[config.mk]
export PLATFORM = sky130hd
export DESIGN_NAME = uart_regfile
export DESIGN_NICKNAME = d
export VERILOG_FILES = /design/src/rtl/uart_regs_pkg.sv /design/src/rtl/uart_bus_decode.sv /design/src/rtl/uart_iir_ctrl.sv /design/src/rtl/uart_rx_hold.sv /design/src/rtl/uart_regfile.sv
export SDC_FILE = /design/constraint.sdc
export NUM_CORES = 1
export LEC_CHECK = 0
export ABC_AREA = 1
export BUFFER_PORTS_ARGS = -buffer_cell sky130_fd_sc_hd__buf_4
export CORE_ASPECT_RATIO = 1.75
export CORE_MARGIN = 2
export CORE_UTILIZATION = 55
export CTS_BUF_LIST = sky130_fd_sc_hd__clkbuf_8
export DETAILED_ROUTE_END_ITERATION = 8
export MAX_ROUTING_LAYER = met4
export PLACE_DENSITY_LB_ADDON = 0.15
export SYNTH_ARGS = -nofsm -noshare
export SYNTH_HDL_FRONTEND = slang
export SYNTH_SLANG_ARGS = --single-unit
[constraint.sdc]
create_clock -name clk -period 2.7 [get_ports clk]
set_clock_uncertainty 0.1 [all_clocks]
set_input_delay 0.27 -clock clk [delete_from_list [all_inputs] [get_ports clk]]
set_output_delay 0.27 -clock clk [all_outputs]
set_load 0.1 [all_outputs]
[src/rtl/uart_regs_pkg.sv]
package uart_regs_pkg;

    localparam int DATA_W = 8;
    localparam int ADDR_W = 3;
    localparam int DIV_W  = 2 * DATA_W;

    typedef enum logic [ADDR_W-1:0] {
        OFS_DATA = 3'd0,
        OFS_IER  = 3'd1,
        OFS_IIR  = 3'd2,
        OFS_LCR  = 3'd3,
        OFS_MCR  = 3'd4,
        OFS_LSR  = 3'd5,
        OFS_MSR  = 3'd6,
        OFS_SCR  = 3'd7
    } reg_ofs_e;

    typedef enum logic [1:0] {
        RXK_DATA    = 2'd0,
        RXK_BRK_ON  = 2'd1,
        RXK_BRK_OFF = 2'd2,
        RXK_DATA_2  = 2'd3
    } rx_kind_e;

    // bit positions
    localparam int LCR_DIVSEL  = 7;
    localparam int IER_RX_EN   = 0;
    localparam int IER_TX_EN   = 1;
    localparam int ID_NONE     = 0;
    localparam int ID_TX       = 1;
    localparam int ID_RX       = 2;
    localparam int LS_RXFULL   = 0;
    localparam int LS_BREAK    = 4;
    localparam int LS_TXEMPTY  = 5;
    localparam int LS_SHIFTIDL = 6;

    localparam logic [DATA_W-1:0] MODEM_FIXED = 8'hB0;
    localparam logic [DATA_W-1:0] ID_IDLE     = 8'h01;

    typedef struct packed {
        logic rd_data;
        logic wr_data;
        logic rd_iir;
        logic wr_ier;
        logic wr_lcr;
        logic wr_mcr;
        logic wr_scr;
        logic wr_div_lo;
        logic wr_div_hi;
    } bus_evt_t;

    function automatic logic [DATA_W-1:0] id_settle(input logic [DATA_W-1:0] v);
        return (v == '0) ? ID_IDLE : v;
    endfunction

endpackage

[src/rtl/uart_bus_decode.sv]
module uart_bus_decode
    import uart_regs_pkg::*;
(
    input  logic              sel,
    input  logic              wr,
    input  logic [ADDR_W-1:0] addr,
    input  logic              divsel,
    output bus_evt_t          evt
);
    reg_ofs_e ofs;
    logic     rd, wt;

    always_comb begin
        ofs = reg_ofs_e'(addr);
        rd  = sel && !wr;
        wt  = sel && wr;
        evt = '0;
        evt.rd_data   = rd && (ofs == OFS_DATA) && !divsel;
        evt.wr_data   = wt && (ofs == OFS_DATA) && !divsel;
        evt.wr_div_lo = wt && (ofs == OFS_DATA) && divsel;
        evt.wr_ier    = wt && (ofs == OFS_IER) && !divsel;
        evt.wr_div_hi = wt && (ofs == OFS_IER) && divsel;
        evt.rd_iir    = rd && (ofs == OFS_IIR);
        evt.wr_lcr    = wt && (ofs == OFS_LCR);
        evt.wr_mcr    = wt && (ofs == OFS_MCR);
        evt.wr_scr    = wt && (ofs == OFS_SCR);
    end
endmodule

[src/rtl/uart_iir_ctrl.sv]
module uart_iir_ctrl
    import uart_regs_pkg::*;
(
    input  logic              clk,
    input  logic              rst,
    input  logic              clr_rx,
    input  logic              clr_tx,
    input  logic              flag_tx,
    input  logic              raise_tx,
    input  logic              raise_rx,
    output logic [DATA_W-1:0] iir
);
    logic [DATA_W-1:0] nxt;

    always_comb begin
        nxt = iir;
        if (clr_rx) nxt[ID_RX] = 1'b0;
        if (clr_tx) nxt[ID_TX] = 1'b0;
        if (clr_rx || clr_tx) nxt = id_settle(nxt);
        if (flag_tx) nxt[ID_TX] = 1'b1;
        if (raise_tx) begin
            nxt[ID_TX]   = 1'b1;
            nxt[ID_NONE] = 1'b0;
        end
        if (raise_rx) begin
            nxt[ID_RX]   = 1'b1;
            nxt[ID_NONE] = 1'b0;
        end
    end

    always_ff @(posedge clk) begin
        if (rst) iir <= ID_IDLE;
        else     iir <= nxt;
    end

    AST_ID_NEVER_ZERO: assert property (@(posedge clk) disable iff (rst)
        iir != '0);

    AST_ID_TX_DROPS: assert property (@(posedge clk) disable iff (rst)
        clr_tx && !flag_tx && !raise_tx |=> !iir[ID_TX]);

    AST_ID_PEND_SOURCE: assert property (@(posedge clk) disable iff (rst)
        $fell(iir[ID_NONE]) |-> $past(raise_tx || raise_rx));

endmodule

[src/rtl/uart_rx_hold.sv]
module uart_rx_hold
    import uart_regs_pkg::*;
(
    input  logic              clk,
    input  logic              rst,
    input  logic              take,
    input  rx_kind_e          kind,
    input  logic [DATA_W-1:0] byte_in,
    input  logic              consume,
    output logic [DATA_W-1:0] data,
    output logic              full,
    output logic              brk
);
    always_ff @(posedge clk) begin
        if (rst) begin
            data <= '0;
            full <= 1'b0;
            brk  <= 1'b0;
        end else begin
            if (consume && full) begin
                data <= '0;
                full <= 1'b0;
            end
            if (take) begin
                full <= 1'b1;
                unique case (kind)
                    RXK_BRK_ON:  begin brk <= 1'b1; data <= '0; end
                    RXK_BRK_OFF: begin brk <= 1'b0; data <= '0; end
                    default:     data <= byte_in;
                endcase
            end
        end
    end

    AST_RX_LOADS: assert property (@(posedge clk) disable iff (rst)
        take && (kind == RXK_DATA) |=> full && (data == $past(byte_in)));

    AST_RX_HELD: assert property (@(posedge clk) disable iff (rst)
        full && !consume |=> full && $stable(data));

    AST_BRK_ZERO: assert property (@(posedge clk) disable iff (rst)
        take && (kind == RXK_BRK_ON) |=> brk && (data == '0));

endmodule

[src/rtl/uart_regfile.sv]
module uart_regfile
    import uart_regs_pkg::*;
#(
    parameter logic [DIV_W-1:0] DIV_RESET = 16'd1
) (
    input  logic              clk,
    input  logic              rst,
    input  logic              bus_sel,
    input  logic              bus_wr,
    input  logic [ADDR_W-1:0] bus_addr,
    input  logic [DATA_W-1:0] bus_wdata,
    output logic [DATA_W-1:0] bus_rdata,
    input  logic              rx_valid,
    input  logic [1:0]        rx_kind,
    input  logic [DATA_W-1:0] rx_byte,
    output logic              rx_ready,
    input  logic              tx_defer,
    input  logic              tx_pace,
    output logic              tx_valid,
    output logic [DATA_W-1:0] tx_byte,
    output logic [DIV_W-1:0]  divisor,
    output logic              irq
);
    logic [DATA_W-1:0] ier, lcr, mcr, scr, dl, dh, iir, rxd;
    logic              rx_full, rx_brk, take;
    bus_evt_t          evt;
    logic [DATA_W-1:0] lsr_view;

    uart_bus_decode u_dec (
        .sel    (bus_sel),
        .wr     (bus_wr),
        .addr   (bus_addr),
        .divsel (lcr[LCR_DIVSEL]),
        .evt    (evt)
    );

    assign rx_ready = !rx_full;
    assign take     = rx_valid && rx_ready;

    uart_rx_hold u_rx (
        .clk     (clk),
        .rst     (rst),
        .take    (take),
        .kind    (rx_kind_e'(rx_kind)),
        .byte_in (rx_byte),
        .consume (evt.rd_data),
        .data    (rxd),
        .full    (rx_full),
        .brk     (rx_brk)
    );

    uart_iir_ctrl u_iir (
        .clk      (clk),
        .rst      (rst),
        .clr_rx   (evt.rd_data),
        .clr_tx   (evt.rd_iir),
        .flag_tx  (evt.wr_ier && bus_wdata[IER_TX_EN]),
        .raise_tx ((evt.wr_data && ier[IER_TX_EN] && !tx_defer) || tx_pace),
        .raise_rx (take && ier[IER_RX_EN]),
        .iir      (iir)
    );

    assign irq = !iir[ID_NONE];

    always_ff @(posedge clk) begin
        if (rst) begin
            ier      <= '0;
            lcr      <= '0;
            mcr      <= '0;
            scr      <= '0;
            dl       <= DIV_RESET[DATA_W-1:0];
            dh       <= DIV_RESET[DIV_W-1:DATA_W];
            divisor  <= DIV_RESET;
            tx_valid <= 1'b0;
            tx_byte  <= '0;
        end else begin
            tx_valid <= evt.wr_data;
            if (evt.wr_data)   tx_byte <= bus_wdata;
            if (evt.wr_ier)    ier <= bus_wdata;
            if (evt.wr_mcr)    mcr <= bus_wdata;
            if (evt.wr_scr)    scr <= bus_wdata;
            if (evt.wr_div_lo) dl  <= bus_wdata;
            if (evt.wr_div_hi) dh  <= bus_wdata;
            if (evt.wr_lcr) begin
                lcr <= bus_wdata;
                if (lcr[LCR_DIVSEL] && !bus_wdata[LCR_DIVSEL] && ({dh, dl} != '0))
                    divisor <= {dh, dl};
            end
        end
    end

    always_comb begin
        lsr_view              = '0;
        lsr_view[LS_RXFULL]   = rx_full;
        lsr_view[LS_BREAK]    = rx_brk;
        lsr_view[LS_TXEMPTY]  = 1'b1;
        lsr_view[LS_SHIFTIDL] = 1'b1;
    end

    always_comb begin
        bus_rdata = '0;
        if (bus_sel && !bus_wr) begin
            unique case (reg_ofs_e'(bus_addr))
                OFS_DATA: bus_rdata = lcr[LCR_DIVSEL] ? dl : rxd;
                OFS_IER:  bus_rdata = lcr[LCR_DIVSEL] ? dh : ier;
                OFS_IIR:  bus_rdata = iir;
                OFS_LCR:  bus_rdata = lcr;
                OFS_MCR:  bus_rdata = mcr;
                OFS_LSR:  bus_rdata = lsr_view;
                OFS_MSR:  bus_rdata = MODEM_FIXED;
                default:  bus_rdata = scr;
            endcase
        end
    end

    AST_DIV_ONLY_ON_COMMIT: assert property (@(posedge clk) disable iff (rst)
        !(evt.wr_lcr && lcr[LCR_DIVSEL] && !bus_wdata[LCR_DIVSEL]) |=> $stable(divisor));

    AST_TX_FROM_WRITE: assert property (@(posedge clk) disable iff (rst)
        tx_valid |-> $past(bus_sel && bus_wr && (bus_addr == OFS_DATA) && !lcr[LCR_DIVSEL]));

    AST_REJECT_WHEN_FULL: assert property (@(posedge clk) disable iff (rst)
        rx_full |-> !rx_ready);

endmodule

**Word level (Yosys, flattened, before mapping)**

Index checks and enable logic that the tools add are counted.

- Latch bits: 0
- Bits in read-only memories: 0
- Bits of input ports: 28
- Output and inout port bits: 35
- Bits in writable memories: 0
- Memories kept: 0
- Logic and storage cells: 82
- Bits in registers: 86

- Bitwise logic cells: 0
- $mul: 0
- Equality and inequality tests: 9
- Multiplexer cells: 18
- Shift operators: 0
- Magnitude comparators: 0
- Reductions and logical operators: 41
- Div/mod/pow operators: 0
- Add/subtract/negate cells: 0

Operators by type and width:

| cell | number |
|---|---|
| $pmux 8 s7 | 1 |
| $mux 8 | 6 |
| $logic_and 1x1->1 | 22 |
| $reduce_bool 16->1 | 1 |
| $eq 3x3->1 const B | 4 |
| $logic_not 8->1 | 1 |
| $mux 1 | 7 |
| $eq 3x2->1 const B | 2 |
| $logic_not 1->1 | 6 |
| $mux 3 | 2 |
| $reduce_and 2->1 | 3 |
| $reduce_bool 3->1 | 2 |
| $reduce_bool 2->1 | 2 |
| $eq 3x1->1 const B | 1 |
| $logic_not 3->1 | 1 |
| $eq 2x1->1 const B | 1 |
| $eq 2x2->1 const B | 1 |
| $logic_or 1x1->1 | 2 |
| $mux 2 | 1 |
| $pmux 1 s2 | 1 |
| $reduce_or 2->1 | 1 |

**Logic depth before layout (Yosys ltp)**

Gate-level depths: netlist of the first run.

- Depth in word-level cells: 11
- Gate-level depth with buffers: 9
- Mapped depth without buffers: 9

**Hierarchy**

A second synthesis of the first run with hierarchy kept.

- Cell total of the unflattened synthesis: 608
- Area, all modules: 4,026.4 um^2

By module, submodules not included:

| module | cells each | instances | sequential area each (um^2) | area each (um^2) |
|---|---|---|---|---|
| uart_regfile | 508 | 1 | 1,461.4 | 3,337.0 |
| uart_rx_hold | 50 | 1 | 200.2 | 409.1 |
| uart_iir_ctrl | 25 | 1 | 60.1 | 175.2 |
| uart_bus_decode | 25 | 1 | 0.0 | 105.1 |

**Least setup slack after synthesis of the first run**

Ideal clock, no wire load.

- Path type: reg2out
- Start point: register lcr[7]
- End point: output bus_rdata[6]
- Data required time: 2.330 ns
- Buffers on the path: 2
- Cell stages (with the launch flop): 7
- Data arrival time: 2.601 ns
- Path slack: -0.271 ns
- Cell sequence: dfxtp_1 > buf_2 > inv_1 > buf_2 > o21ai_0 > nand2_1 > a31oi_1

- Longest elaborated chain between the ends: 3
- Elaborated cells between the ends (all ways): 4
- Those cells by class: 4 x mux

RTL lines:

| element | line | source |
|---|---|---|
| start: declaration | uart_regfile.sv:24 | `logic [DATA_W-1:0] ier, lcr, mcr, scr, dl, dh, iir, rxd;` |
| start signal: assignment | uart_regfile.sv:85 | `lcr <= bus_wdata;` |
| $mux 8 (on tied branches) | uart_regfile.sv:105, uart_regfile.sv:104 |  |
| $pmux 8 s7 (*) | uart_regfile.sv:103 | `unique case (reg_ofs_e'(bus_addr))` |
| $mux 8 (*) | uart_regfile.sv:102 | `if (bus_sel && !bus_wr) begin` |
| end: declaration | uart_regfile.sv:12 | `output logic [DATA_W-1:0] bus_rdata,` |

Every way passes the cells marked *; elsewhere a longest branch is shown, timed or not.

**Worst setup path in the final report of the first run**

- Start point: register lcr[7]
- End point: output bus_rdata[2]

Same word-level chain as after synthesis.

==> impl_results.md, run 1 <==
- Cell area after layout: about 4700 sq um
- RSZ-0062 raised after global routing: no
- Row Count: between 40 and 50
- Mapped cell area: 3970 sq um
- Max-cap violations: 0
- Status: complete, no violations
- EDFF count, synth: 0
- CTS tree: built
- Yosys warning count: 0
- FF+latch count, synth: 86
- CTS Buf Count: 9
- CP arrival: approximately 2.0 ns
- Initial antenna violation count: 0
- Die Footprint: between 7000 and 8000 sq um
- Post-layout min period: between 2 and 2.5 ns
- Setup TNS: 0 ns
- NumNets Final: 640
- Leak: roughly 1.9 nW
- DRC: 0
- Drt wl/cell: between 15 and 20 um
- Top FF cell, synth: dfxtp_1
- Via count: around 3.8k
- Count leader, synth: nand2_1
- Core area: between 7000 and 8000 sq um
- Fin crit share: about 90%
- Max Freq: between 0.4 and 0.5 GHz
- Type of the worst min-delay path: in2reg
- Slowest stage delay, CP: ~0.47 ns
- Vias per cell: around 5.5
- Clock Tree Root: clkbuf_8
- Vias in the first global route: around 3.5k
- I/O Pins: between 60 and 70
- Slowest stage cell, crit path: dfxtp_1
- Distinct cells, synth: 30
- RePlAce Congestion: between 0.9 and 1
- Total power: ~2.6 mW
- Worst-Margin Slew: ~0.89 ns
- Nature of the critical path startpoint: flop
- Antenna diodes: 0
- Main area contributors after synthesis: dfxtp_1, o21ai_0, nand2_1, a21oi_1, nor2_1
- Worst-skew pair later-pin latency: 0.36 ns
- Clock slew seen by the registers of the worst setup and hold paths: roughly 0.080 ns
- DRT Wirelength: about 11000 um
- Cells resized by post-CTS repair: 0
- Kind of critical path: reg2out
- Placement Cell Area: between 4000 and 5000 sq um
- First-pass detailed-route iteration total: 5
- Cells along the critical path: buf_4 > nand2_1 > o21ai_0 > nand2_1 > nand2_1 > nor3_1 > nor2_1 > buf_4
- Synth top area share: a little over two fifths
- Port buffer count: 62
- Area Growth Syn to Fin: 17.4%
- Max Slew Vio Count: 0
- # H-tree levels: 3
- Rel. slew slack: between 40 and 50%
- PwrDens: around 550 nW/um^2
- First-pass GRT wire length: approximately 17000 um
- Fin. Hold Viols: 0
- Largest net degree at the start of global routing: 49
- Syn_nets: ~590
- CP most frequent cell: nand2_1
- Hold_buf cts: 0
- Layout cell share with drive strength beyond 1: 18.2%
- Post-Syn Instances: around 560
- Initial Util: roughly 56%
- Clk sinks: 86
- DR iter-0 viols: 240
- Hpwl dp: around 7900 um
- CP Max Fanout: 20
- Post-synthesis sequential area ratio: approximately 43%
- Die W: between 60 and 70 um
- Leading area contributor after synthesis: dfxtp_1
- Syn_area_per_cell: 7.06 sq um
- Peak supply drop: 0.418 mV
- Chip Height: 116 um
- Worst path required time: 2.33 ns
- Finish-stage setup viols: 0
- Longest Clk Path Bufs: 2
- Post-CTS Setup Inserts: 0
- Post-synth ARST share: 0%
- CP Capture Type: output pin
- Post-synth top cells: nand2_1, dfxtp_1, nor2_1
- Antenna viol nets, final: 0
- Grt ovf: 0
- GRT Resource Usage Total: 30.1%
==> cells in the final DEF (no fill, tap or decap), types with 3 or more instances in the layout <==
cell type and n:
a21oi_1 63, a21oi_2 5, buf_4 65, clkbuf_8 9, dfxtp_1 86, inv_1 47
inv_2 6, nand2_1 97, nand2_2 6, nand3_1 35, nor2_1 86, nor3_1 3
o21ai_0 76, o21ai_1 6
==> stage by stage <==
stage                     utilization, %  worst slack [ns]  instances  hold slack, ns
after floorplan                        -            0.0392        563           0.305
after global placement              62.4             0.647        686           0.333
after detailed placement            62.4             0.645        686           0.340
after CTS                           65.4             0.331        702          0.0638
after global routing                65.4             0.182        702          0.0677
final                               65.4             0.330        702          0.0783
==> cell type report <==
type | instances | area, sq um
inverter | 51 | 191
timing repair buffer | 66 | 508
sequential | 86 | 1720
clock buffer | 9 | 124
fill | 692 | 2460
clock inverter | 7 | 90.1
tap | 86 | 108
multi-input combinational | 397 | 1920
==> final timing paths <==
path / cells after the start / slack [ns] / startpoint / end
setup / recovery: 8 / 0.33 / lcr[7] / bus_rdata[2]
hold / removal: 3 / 0.08 / rx_byte[1] / u_rx.data[1]
setup reg to reg: 7 / 0.92 / dh[7] / divisor[11]
hold reg to reg: 2 / 0.35 / ier[3] / ier[3]
==> layer usage <==
layer	part of all wire [%]	global-route usage, %	wire, um	vias up
met5	0	-	0	-
met4	6.0	19.3	641	0
met3	6.1	6.36	649	42
met2	50	48.2	5350	131
met1	38	33.0	4010	1731
li1	-	-	-	1924
==> power breakdown <==
part	leakage [nW]	internal (mW)	switching, mW
registers	0.696	1.29	0.0148
logic	1.12	0.0840	0.209
clock network	0.116	0.518	0.460
total	1.93	1.89	0.684
==> cells by family (layout without fill, tap and decap cells) <==
group / after synthesis / after routing / share of synthesized area (%)
AO/OA/AOI/OAI: 153 / 153 / 19.5
adder cells (fa/ha/maj): 1 / 1 / 0.315
buffers and inverters: 80 / 133 / 8.94
flip-flops: 86 / 86 / 43.3
AND/OR/NAND/NOR: 243 / 243 / 27.9
==> worst max-delay path, delay by kind of cell (launching register included) <==
family                 cells  cell delay (ns)
flip-flops                 1             0.47
buffers and inverters      2             0.57
AND/OR/NAND/NOR            5             0.43
AO/OA/AOI/OAI              1             0.16
==> state kept, by name, indices dropped and copies added (netlist names) <==
| name | cells |
|---|---|
| u_rx.brk | 1 |
| dh | 8 |
| divisor | 16 |
| u_rx.data | 8 |
| u_rx.full | 1 |
| ier | 8 |
| u_iir.iir | 3 |
| dl | 8 |
| lcr | 8 |
| mcr | 8 |
| tx_byte | 8 |
| tx_valid | 1 |
| scr | 8 |
(Power assumes the default switching activity.)
==> run 2: changes to the inputs <==
CORE_MARGIN = not set   (was 2)
SYNTH_HIERARCHICAL = 1   (was not set)
==> impl_results.md, run 2 <==
- CTS Buf Count: 9 (unchanged)
- Setup TNS: 0 ns (unchanged)
- Hpwl dp: 8750 um (was 7910 um)
- Cell area after layout: 4740 sq um (was 4670 sq um)
- Sw power: 0.713 mW (was 0.684 mW)
- EDFF count, synth: 0 (unchanged)
- Fin. Hold Viols: 0 (unchanged)
- Post-synthesis sequential area ratio: 42.8% (was 43.3%)
- Worst-skew pair later-pin latency: 0.37 ns (was 0.36 ns)
- Max Slew Vio Count: 0 (unchanged)
- Max FFs per register: 16 (unchanged)
- Post-layout min period: 2.27 ns (was 2.37 ns)
- CP Capture Type: output pin (unchanged)
- Vias per cell: 5.34 (was 5.45)
- Slowest stage delay, CP: 0.33 ns (was 0.47 ns)
- Grt ovf: 0 (unchanged)
- Crit path buffers/inverters: 2 (unchanged)
- Post-synth top cells: nor2_1, nand2_1, dfxtp_1 (was nand2_1, dfxtp_1, nor2_1)
- Core area: 6960 sq um (was 7130 sq um)
- Chip Height: 115 um (was 116 um)
- Count leader, synth: nor2_1 (was nand2_1)
- # H-tree levels: 3 (unchanged)
- Die Footprint: 7680 sq um (was 7950 sq um)
- First-pass detailed-route iteration total: 4 (was 5)
- Cells along the critical path: inv_2 > nand2_1 > o21ai_1 > nand2_1 > nand3_1 > nor2_1 > nor2_2 > buf_4 (was buf_4 > nand2_1 > o21ai_0 > nand2_1 > nand2_1 > nor3_1 > nor2_1 > buf_4)
- Vias in the first global route: 3787 (was 3521)
- Antenna diodes: 0 (unchanged)
- RSZ-0062 raised after global routing: no (unchanged)
- Layout cell share with drive strength beyond 1: 15.5% (was 18.2%)
- I/O Pins: 63 (unchanged)
- Post-Syn Instances: 608 (was 563)
- CTS tree: built (unchanged)
- Reg with most FFs: divisor (unchanged)
- Area Growth Syn to Fin: 17.7% (was 17.4%)
- Hold_buf cts: 0 (unchanged)
- Via count: 4020 (was 3828)
- Distinct cells, synth: 24 (was 30)
- Post-synth ARST share: 0% (unchanged)
- Most frequent cells in the layout: nor2_1, nand2_1, dfxtp_1 (was nand2_1, nor2_1, dfxtp_1)
- Clock power share: 36.9% (was 38.0%)
- CP Max Fanout: 20 (unchanged)
- Commonest non-fill, non-tap cell in the layout: nor2_1 (was nand2_1)
- Port buffer count: 62 (unchanged)
- Type of the worst min-delay path: in2reg (unchanged)
- Fin crit share: 84.2% (was 87.8%)
- Clk sinks: 86 (unchanged)
- DRC: 0 (unchanged)
- Clock Tree Root: clkbuf_8 (unchanged)
- NumNets Final: 693 (was 640)
- Worst path required time: 2.33 ns (about the same)
- First-pass GRT wire length: 18100 um (was 17100 um)
- Max Freq: 0.440 GHz (was 0.422 GHz)
- Logic gate share of total power: 11.7% (was 11.4%)
- Antenna viol nets, final: 0 (unchanged)
- Initial antenna violation count: 0 (unchanged)
- PwrDens: 537 nW/um^2 (was 552 nW/um^2)
- Critical Path Source: lcr[7] (unchanged)
- Mapped cell area: 4030 sq um (was 3970 sq um)
- Die W: 66.7 um (was 68.2 um)
- Pint: 1.83 mW (was 1.89 mW)
- Post-CTS Setup Inserts: 0 (unchanged)
- CP most frequent cell: nand2_1 (unchanged)
- Syn_area_per_cell: 6.62 sq um (was 7.06 sq um)
- Row Count: 40 (was 41)
- Peak supply drop: 0.458 mV (was 0.418 mV)
- Status: complete, no violations (unchanged)
- Nature of the critical path startpoint: flop (unchanged)
- Rel. slew slack: 37.8% (was 40.4%)
- R2R Path Start: dl[0] (was dh[7])
- Slowest stage cell, crit path: dfxtp_1 (unchanged)
- Util after Layout: 68.1% (was 65.4%)
- Placement Cell Area: 4530 sq um (was 4450 sq um)
- RePlAce Congestion: 1.04 (was 0.995)
- CP arrival: 1.90 ns (was 2.00 ns)
- Worst-Margin Slew: 0.931 ns (was 0.893 ns)
- DRT Wirelength: 11400 um (was 10700 um)
- Min-delay src: rx_byte[6] (was rx_byte[1])
- Leading area contributor after synthesis: dfxtp_1 (unchanged)
- Clock slew seen by the registers of the worst setup and hold paths: 0.09 ns (was 0.08 ns)
- Max-cap violations: 0 (unchanged)
- DR iter-0 viols: 251 (was 240)
- Kind of critical path: reg2out (unchanged)
- Synth top area share: 42.8% (was 43.3%)
- Yosys warning count: 6 (was 0)
- Initial Util: 57.9% (was 55.7%)
- GRT Resource Usage Total: 33.7% (was 30.1%)
- Finish-stage setup viols: 0 (unchanged)
- Drt wl/cell: 15.2 um (about the same)
- Register share of total power: 51.4% (was 50.7%)
- Largest net degree at the start of global routing: 37 (was 49)
- Longest Clk Path Bufs: 2 (unchanged)
- Top FF cell, synth: dfxtp_1 (unchanged)
- Cells resized by post-CTS repair: 0 (unchanged)
- Sw Share: 28.0% (was 26.5%)
- FF+latch count, synth: 86 (unchanged)
- Family with the most delay on the worst path: buffers and inverters (unchanged)
- Leak: 2.14 nW (was 1.93 nW)
- Main area contributors after synthesis: dfxtp_1, nor2_1, nand2_1, o21ai_0, a21oi_1 (was dfxtp_1, o21ai_0, nand2_1, a21oi_1, nor2_1)
- Fill count: 655 (was 692)
## run 2: cell types whose count changed after synthesis, sizes merged, moves of 4 or more
cell / change
nand2: +14
nand4: +6
nor2: +40
o21ai: -11
a21oi: -11
clkbuf: +4
nand3: +6
## run 2: cell type report
type	instances	area (sq um)	share of cell area [%]
multi-input combinational	442	1970	41.6
sequential	86	1720	36.3
timing repair buffer	71	533	11.2
inverter	54	203	4.28
clock buffer	10	138	2.90
tap	84	105	2.22
clock inverter	6	68.8	1.45
## run 2: power groups by stage
| stage | Sequential, mW | Combinational (mW) | Clock (mW) |
|---|---|---|---|
| after floorplan | 1.35 | 0.183 | 0 |
| after global placement | 1.34 | 0.292 | 0 |
| after detailed placement | 1.34 | 0.296 | 0 |
| after CTS | 1.31 | 0.297 | 0.952 |
| after global routing | 1.31 | 0.325 | 1.00 |
| final | 1.31 | 0.298 | 0.940 |
## run 2: layer usage
metal / GRT usage (%) / part of all wire [%] / wire length [um]
met5: - / 0 / 0
met4: 23.5 / 6.3 / 716
met3: 5.75 / 4.2 / 477
met2: 56.2 / 52 / 5920
met1: 34.9 / 38 / 4320
## run 2: cell families after synthesis
group,after synthesis,share of synthesized area [%]
other,1,0.0931
and+or+nand+nor,306,31.3
DFF,86,42.8
AOI/OAI and AO/OA,130,16.3
adders and majority gates,1,0.311
buffers and inverters,84,9.26
## run 2: worst register-to-register path, delay by kind of cell (launching register included)
| kind | cells | cell delay, ns |
|---|---|---|
| AO/OA/AOI/OAI | 1 | 0.34 |
| flip-flops | 1 | 0.35 |
| AND/OR/NAND/NOR | 5 | 0.91 |
## run 2: final timing paths
check,slack (ns),endpoint,cells after the start
setup reg to reg,0.88,divisor[4],6
setup / recovery,0.43,bus_rdata[5],8
hold reg to reg,0.37,divisor[0],2
hold / removal,0.07,u_rx/data[6],3
## run 2: through the flow
step | total power [mW] | setup slack, ns | hold WS (ns) | cells
after global routing | 2.63 | 0.310 | 0.0954 | 753
after detailed placement | 1.63 | 0.570 | 0.352 | 737
after CTS | 2.56 | 0.422 | 0.0669 | 753
final | 2.55 | 0.427 | 0.0731 | 753
after floorplan | 1.53 | 0.0243 | 0.239 | 612
after global placement | 1.63 | 0.572 | 0.341 | 737
